**src/rtl/ide_irq_merge_pkg.sv**
```systemverilog
package ide_irq_merge_pkg;
    localparam int NCH      = 2;
    localparam int CH_W     = (NCH > 1) ? $clog2(NCH) : 1;
    localparam int BYTE_W   = 8;
    localparam int OFF_W    = 2;
    localparam int PEND_LSB = 2;
    localparam int BLK_LSB  = 4;
    localparam logic [BYTE_W-1:0] IDLE_READ = '1;

    typedef enum logic [OFF_W-1:0] {
        OFF_RSV0   = 2'd0,
        OFF_MODE   = 2'd1,
        OFF_RSV2   = 2'd2,
        OFF_TIMING = 2'd3
    } port_off_e;
endpackage

```
**src/rtl/ide_irq_chan.sv**
```systemverilog
module ide_irq_chan #(
    parameter int BYTE_W = 8
) (
    input  logic              clk,
    input  logic              rst_n,
    input  logic              lvl,
    input  logic              blk_we,
    input  logic              blk_d,
    input  logic              tim_we,
    input  logic [BYTE_W-1:0] tim_d,
    output logic              pend,
    output logic              blk,
    output logic [BYTE_W-1:0] tim,
    output logic              req_nxt
);
    always_ff @(posedge clk) begin
        if (!rst_n) begin
            pend <= 1'b0;
            blk  <= 1'b0;
            tim  <= '0;
        end else begin
            pend <= lvl;
            if (blk_we) blk <= blk_d;
            if (tim_we) tim <= tim_d;
        end
    end

    // request this slice will present after the coming edge
    always_comb req_nxt = lvl & ~(blk_we ? blk_d : blk);

    a_r2_pend_tracks_level: assert property (@(posedge clk) disable iff (!rst_n)
        1'b1 |=> pend == $past(lvl));
    a_r3_block_holds: assert property (@(posedge clk) disable iff (!rst_n)
        !blk_we |=> $stable(blk));
    a_r6_timing_holds: assert property (@(posedge clk) disable iff (!rst_n)
        !tim_we |=> $stable(tim));
endmodule

```
**src/rtl/ide_irq_merge.sv**
```systemverilog
module ide_irq_merge (
    input  logic                                      clk,
    input  logic                                      rst_n,
    input  logic [ide_irq_merge_pkg::NCH-1:0]         lvl_in,
    input  logic                                      bus_en,
    input  logic                                      bus_we,
    input  logic [ide_irq_merge_pkg::CH_W-1:0]        bus_chan,
    input  logic [ide_irq_merge_pkg::OFF_W-1:0]       bus_off,
    input  logic [ide_irq_merge_pkg::BYTE_W-1:0]      bus_wdata,
    output logic [ide_irq_merge_pkg::BYTE_W-1:0]      bus_rdata,
    output logic                                      irq_line
);
    import ide_irq_merge_pkg::*;

    port_off_e         off;
    logic              mode_wr;
    logic [NCH-1:0]    pend_v, blk_v, req_nxt_v, tim_we_v;
    logic [BYTE_W-1:0] tim_arr [NCH];
    logic [BYTE_W-1:0] mode_byte;

    always_comb begin
        off     = port_off_e'(bus_off);
        mode_wr = bus_en && bus_we && (off == OFF_MODE);
    end

    for (genvar i = 0; i < NCH; i++) begin : g_chan
        always_comb tim_we_v[i] = bus_en && bus_we && (off == OFF_TIMING)
                                  && (bus_chan == CH_W'(i));
        ide_irq_chan #(.BYTE_W(BYTE_W)) u_chan (
            .clk     (clk),
            .rst_n   (rst_n),
            .lvl     (lvl_in[i]),
            .blk_we  (mode_wr),
            .blk_d   (bus_wdata[BLK_LSB+i]),
            .tim_we  (tim_we_v[i]),
            .tim_d   (bus_wdata),
            .pend    (pend_v[i]),
            .blk     (blk_v[i]),
            .tim     (tim_arr[i]),
            .req_nxt (req_nxt_v[i])
        );
    end

    always_comb begin
        mode_byte                    = '0;
        mode_byte[PEND_LSB +: NCH]   = pend_v;
        mode_byte[BLK_LSB  +: NCH]   = blk_v;
    end

    // merged line loads with the flags on one edge
    always_ff @(posedge clk) begin
        if (!rst_n) irq_line <= 1'b0;
        else        irq_line <= |req_nxt_v;
    end

    always_comb begin
        unique case (off)
            OFF_MODE:   bus_rdata = mode_byte;
            OFF_TIMING: bus_rdata = tim_arr[bus_chan];
            default:    bus_rdata = IDLE_READ;
        endcase
    end

    a_r4_line_matches_flags: assert property (@(posedge clk) disable iff (!rst_n)
        irq_line == |(pend_v & ~blk_v));
    a_r3_spare_bits_zero: assert property (@(posedge clk) disable iff (!rst_n)
        (mode_byte[1:0] == 2'b00) && (mode_byte[7:6] == 2'b00));
    a_r8_reserved_write_inert: assert property (@(posedge clk) disable iff (!rst_n)
        (bus_en && bus_we && (off == OFF_RSV0 || off == OFF_RSV2))
        |=> ($stable(blk_v) && $stable(tim_arr[0]) && $stable(tim_arr[1])));
    a_r5_line_moves_with_flags: assert property (@(posedge clk) disable iff (!rst_n)
        $changed(irq_line) |-> ($changed(pend_v) || $changed(blk_v)));
endmodule

```
**config.mk**
```make
export PLATFORM = sky130hd
export DESIGN_NAME = ide_irq_merge
export DESIGN_NICKNAME = d
export VERILOG_FILES = /design/src/rtl/ide_irq_merge_pkg.sv /design/src/rtl/ide_irq_chan.sv /design/src/rtl/ide_irq_merge.sv
export SDC_FILE = /design/constraint.sdc
export NUM_CORES = 1
export LEC_CHECK = 0
export ABC_AREA = 1
export BUFFER_PORTS_ARGS = -buffer_cell sky130_fd_sc_hd__buf_4
export CAP_MARGIN = 20
export CORE_ASPECT_RATIO = 0.75
export CORE_MARGIN = 2
export CORE_UTILIZATION = 54
export DETAILED_ROUTE_END_ITERATION = 8
export GPL_TIMING_DRIVEN = 0
export PLACE_DENSITY_LB_ADDON = 0.3
export SKIP_CTS_REPAIR_TIMING = 1
export SYNTH_ARGS = -nofsm -noshare
export SYNTH_HDL_FRONTEND = slang
export SYNTH_HIERARCHICAL = 1
export SYNTH_SLANG_ARGS = --single-unit
```
**constraint.sdc**
```tcl
create_clock -name clk -period 2.3 [get_ports clk]
set_input_delay 0.115 -clock clk [delete_from_list [all_inputs] [get_ports clk]]
set_output_delay 0.115 -clock clk [all_outputs]
set_load 0.01 [all_outputs]
```
; Word-level counts from Yosys, hierarchy flattened
; Index checks and enable logic that the tools add are counted.
[classes]
n_reduce_logical = 6
order_cmp = 1
add_sub_neg = 0
eq_ne = 2
n_mul = 0
n_shift = 0
bitwise = 6
n_mux = 6
n_div = 0
[ops]
columns = operator, count
row1 = two-way mux 8 bit, 3
row2 = case mux 8 bit (2 select lines), 1
row3 = logical AND 1 bit, 5
row4 = NOT 1 bit, 3
row5 = bitwise AND 1 bit, 2
row6 = "equality test 2 x 1 -> 1 bit, second input constant", 1
row7 = "equality test 2 bit, second input constant", 1
row8 = ">= comparator 2 bit, second input constant", 1
row9 = two-way mux 1 bit, 2
row10 = NOT 1 -> 2 bit, 1
row11 = OR reduction 2 bit, 1
[word_totals]
mem_bits_ro = 0
output_inout_bits = 9
reg_bits = 21
memories = 0
inputBits = 17
word_cells = 28
mem_bits_rw = 0
latch_bits = 0

; Longest topological paths before layout
[depth]
word_depth = 6
depth_mapped = 7
depth_no_buf = 7

; Hierarchy
; The synthesis kept the hierarchy.
[by_module_without_submodules]
columns = mod, n_inst, cells_each, seq_area_each_um2, area_per_inst_um2
row1 = ide_irq_chan, 2, 51, 200.2, 365.4
row2 = ide_irq_merge, 1, 57, 20.0, 257.7

; Worst setup path after synthesis
; Ideal clock, no wire load.
[synth_path]
path_kind = input to register
start = input port bus_chan
end = register g_chan[1].u_chan.tim[4]
path_buffers = 1
path_slack_ns = 1.107
t_required_ns = 2.184
t_arrival_ns = 1.077
setup_ns = 0.116
path_stages = 6
path_cell_list = buf_6 -> inv_2 -> nor3_1 -> inv_2 -> nor2_1 -> nor2_1
[synth_via]
elab_chain_len = 1
[synth_lines]
columns = item, line
row1 = start: declaration, ide_irq_merge.sv:7  ; input logic [ide_irq_merge_pkg::CH_W-1:0] bus_chan,
row2 = logical AND 1 bit, ide_irq_merge.sv:28  ; && (bus_chan == CH_W'(i));
row3 = named net tim_we_v[1], ide_irq_merge.sv:17  ; logic [NCH-1:0] pend_v, blk_v, req_nxt_v, tim_we_v;
row4 = end signal: assignment, ide_irq_chan.sv:24  ; if (tim_we) tim <= tim_d;
row5 = end: declaration, ide_irq_chan.sv:13  ; output logic [BYTE_W-1:0] tim,
; The timed path passes the listed nets, and every way through them passes these cells.
; A chain may end at the register's enable or synchronous reset.

; Worst setup path in the final report
[layout_path]
start = input port bus_chan
end = register g_chan[1].u_chan.tim[6]
; The elaborated chain is that of the path after synthesis.

==> impl_metrics.tcl <==
set metrics [dict create \
    hold_violations 0 \
    p_total_uw 655 \
    initial_core_util_pct 57.3 \
    place_inst 205 \
    wl_microns 2410 \
    diodes 0 \
    slew_violations 0 \
    drc 0 \
    status "finished clean" \
    antenna_left 0 \
    worst-setup-path-type "in -> reg" \
    drive_gt1_share_pct 19.8 \
    synth_top_area_cell "dfxtp_1" \
    yosysWarnings 6 \
    nets 205 \
    synthTopCellsByArea "dfxtp_1, nand2_1, nor2_1" \
    synth_nets 176 \
    grt_max_degree 13 \
    slew_headroom_pct 33.0 \
    grt_pass1_vias 941 \
    fin_util_pct 71.0 \
    yosys.area.top_type_share_pct 42.5 \
    worstSkewPairLatency_ps 300 \
    first_iter_violations 38 \
    critPathCaptureType "flip-flop" \
    clock-sinks 21 \
    rows 13 \
    die_area_sq_um 2190 \
    antenna_found_initial 0 \
    finClkSkew_ps 3.15 \
    vdd_ir_drop_max_mv 0.422 \
    leakage_nw 0.653 \
    die_x_microns 53.4 \
    crit_path_start_kind "input port" \
    syn2layout_area_growth_pct 23.8 \
    core-area_sq_um 1720 \
    syn_area_sq_um 988 \
    portBuffers 24 \
    clock.fmax_ghz 0.708 \
    finalCriticalPeriod_ps 1410 \
    stdcell_count 209 \
    worst_ep_arrival_time_ps 1610 \
    h-tree-depth 1 \
    worstPathRequired_ps 2500 \
    powerDensity_nw_per_um2 536 \
    cts_buffers 3 \
    rsz0062_at_grt "no" \
    ctsRootBufferMaster "clkbuf_4" \
    dpl_worst_slack_ps 579 \
    min_period_over_period_pct 61.4 \
    grt_pass1_wl_microns 4050 \
    path_max_fanout 10 \
    synth_seq_area_share_pct 42.5 \
    tightest_slew_ps 997 \
    clk_pin_slew_ps 110 \
    hold_path.class "in -> reg" \
    dr.pass1.iters 4 \
    synth.distinct_cells 13 \
    viasPerCell 4.99 \
    overflow 0 \
    synth-seq-cells 21 \
    grt_use_total_pct 26.2 \
    final.setup.worst_slack_ps 888 \
    max-cap-violations 0 \
    dp_hpwl_microns 1830 \
    syn_inst 159 \
    cts_tree "built" \
    syn_avg_cell_area_sq_um 6.22 \
    post_drt_wl_per_cell_microns 11.5 \
    io_pins 26 \
    setup_tns_ps 0 \
    die_y_microns 41.1 \
    setup_violations 0 \
    gp_congestion 0.844 \
    via_count 1042 \
    clockBufferDepth 2 \
]
cell usage in the layout, fill, tap and decap left out:
master and count:
nand2_2 1, o21ai_0 19, dfxtp_1 21, o21a_1 1
nand3_1 3, clkbuf_4 3, nor2_1 37, clkbuf_2 2
buf_6 1, inv_1 19, nand2_1 47, buf_4 24
clkinv_2 1, nor3_1 3, inv_2 4, nor2_2 1
report_power, final:
part           switching (mW)  total, mW  internal, mW
clock network           0.107      0.172        0.0648
logic                  0.0564      0.105        0.0485
registers             0.00463      0.379         0.374
flip-flops by register name (all words and copies together) (netlist names):
| signal | flops |
|---|---|
| g_chan.u_chan/blk | 2 |
| g_chan.u_chan/pend | 2 |
| g_chan.u_chan/tim | 16 |
| irq_line | 1 |
metal layers:
| layer | wire length, microns | GRT usage, % |
|---|---|---|
| met5 | 0 | 0 |
| met1 | 1030 | 30.3 |
| met3 | 135 | 6.57 |
| met2 | 1250 | 51.5 |
| met4 | 0 | 2.56 |
logic make-up after synthesis:
kind of cell	synth area share, %
and+or+nand+nor	36.2
buffers and inverters	10.9
AOI/OAI and AO/OA	10.4
DFF	42.5
Yosys cell counts (all sizes together):
| master | count |
|---|---|
| o21a | 1 |
| nor3 | 3 |
| nand2 | 48 |
| nand3 | 3 |
| inv | 23 |
| clkbuf | 2 |
| buf | 1 |
| nor2 | 38 |
| o21ai | 19 |
| dfxtp | 21 |
cell type report:
class	instances	area, sq um
fill	158	500
multi-input combinational	112	460
sequential	21	420
timing repair buffer	24	180
inverter	23	86.3
tap	22	27.5
clock buffer	3	22.5
buffer	3	21.3
clock inverter	1	5.00
critical path, cell delays in order:
cell    delay [ps]
buf_6          110
inv_2           90
nor3_1         820
inv_2          240
nor2_1         160
nor2_1          60
through the flow:
step / hold slack [ps] / cell area [sq um]
3_5_place_dp: 329 / 1200
5_1_grt: 13.2 / 1220
6_report: 14.5 / 1220
2_1_floorplan: 213 / 988
4_1_cts: 0.161 / 1220
3_3_place_gp: 307 / 1200
path summary, 6_finish.rpt:
check                                       start                                    to  slack [ps]  depth (start not counted)
max                                      bus_chan  g_chan[1].u_chan/tim[6]$_SDFFE_PN0P_         890                          6
min                                     lvl_in[0]      g_chan[0].u_chan/pend$_SDFF_PN0_          10                          3
max reg2reg       g_chan[1].u_chan/blk$_SDFF_PN0_                   irq_line$_SDFF_PN0_        1500                          4
min reg2reg  g_chan[0].u_chan/tim[7]$_SDFFE_PN0P_  g_chan[0].u_chan/tim[7]$_SDFFE_PN0P_         520                          2
Power figures use the tool's default switching activity.
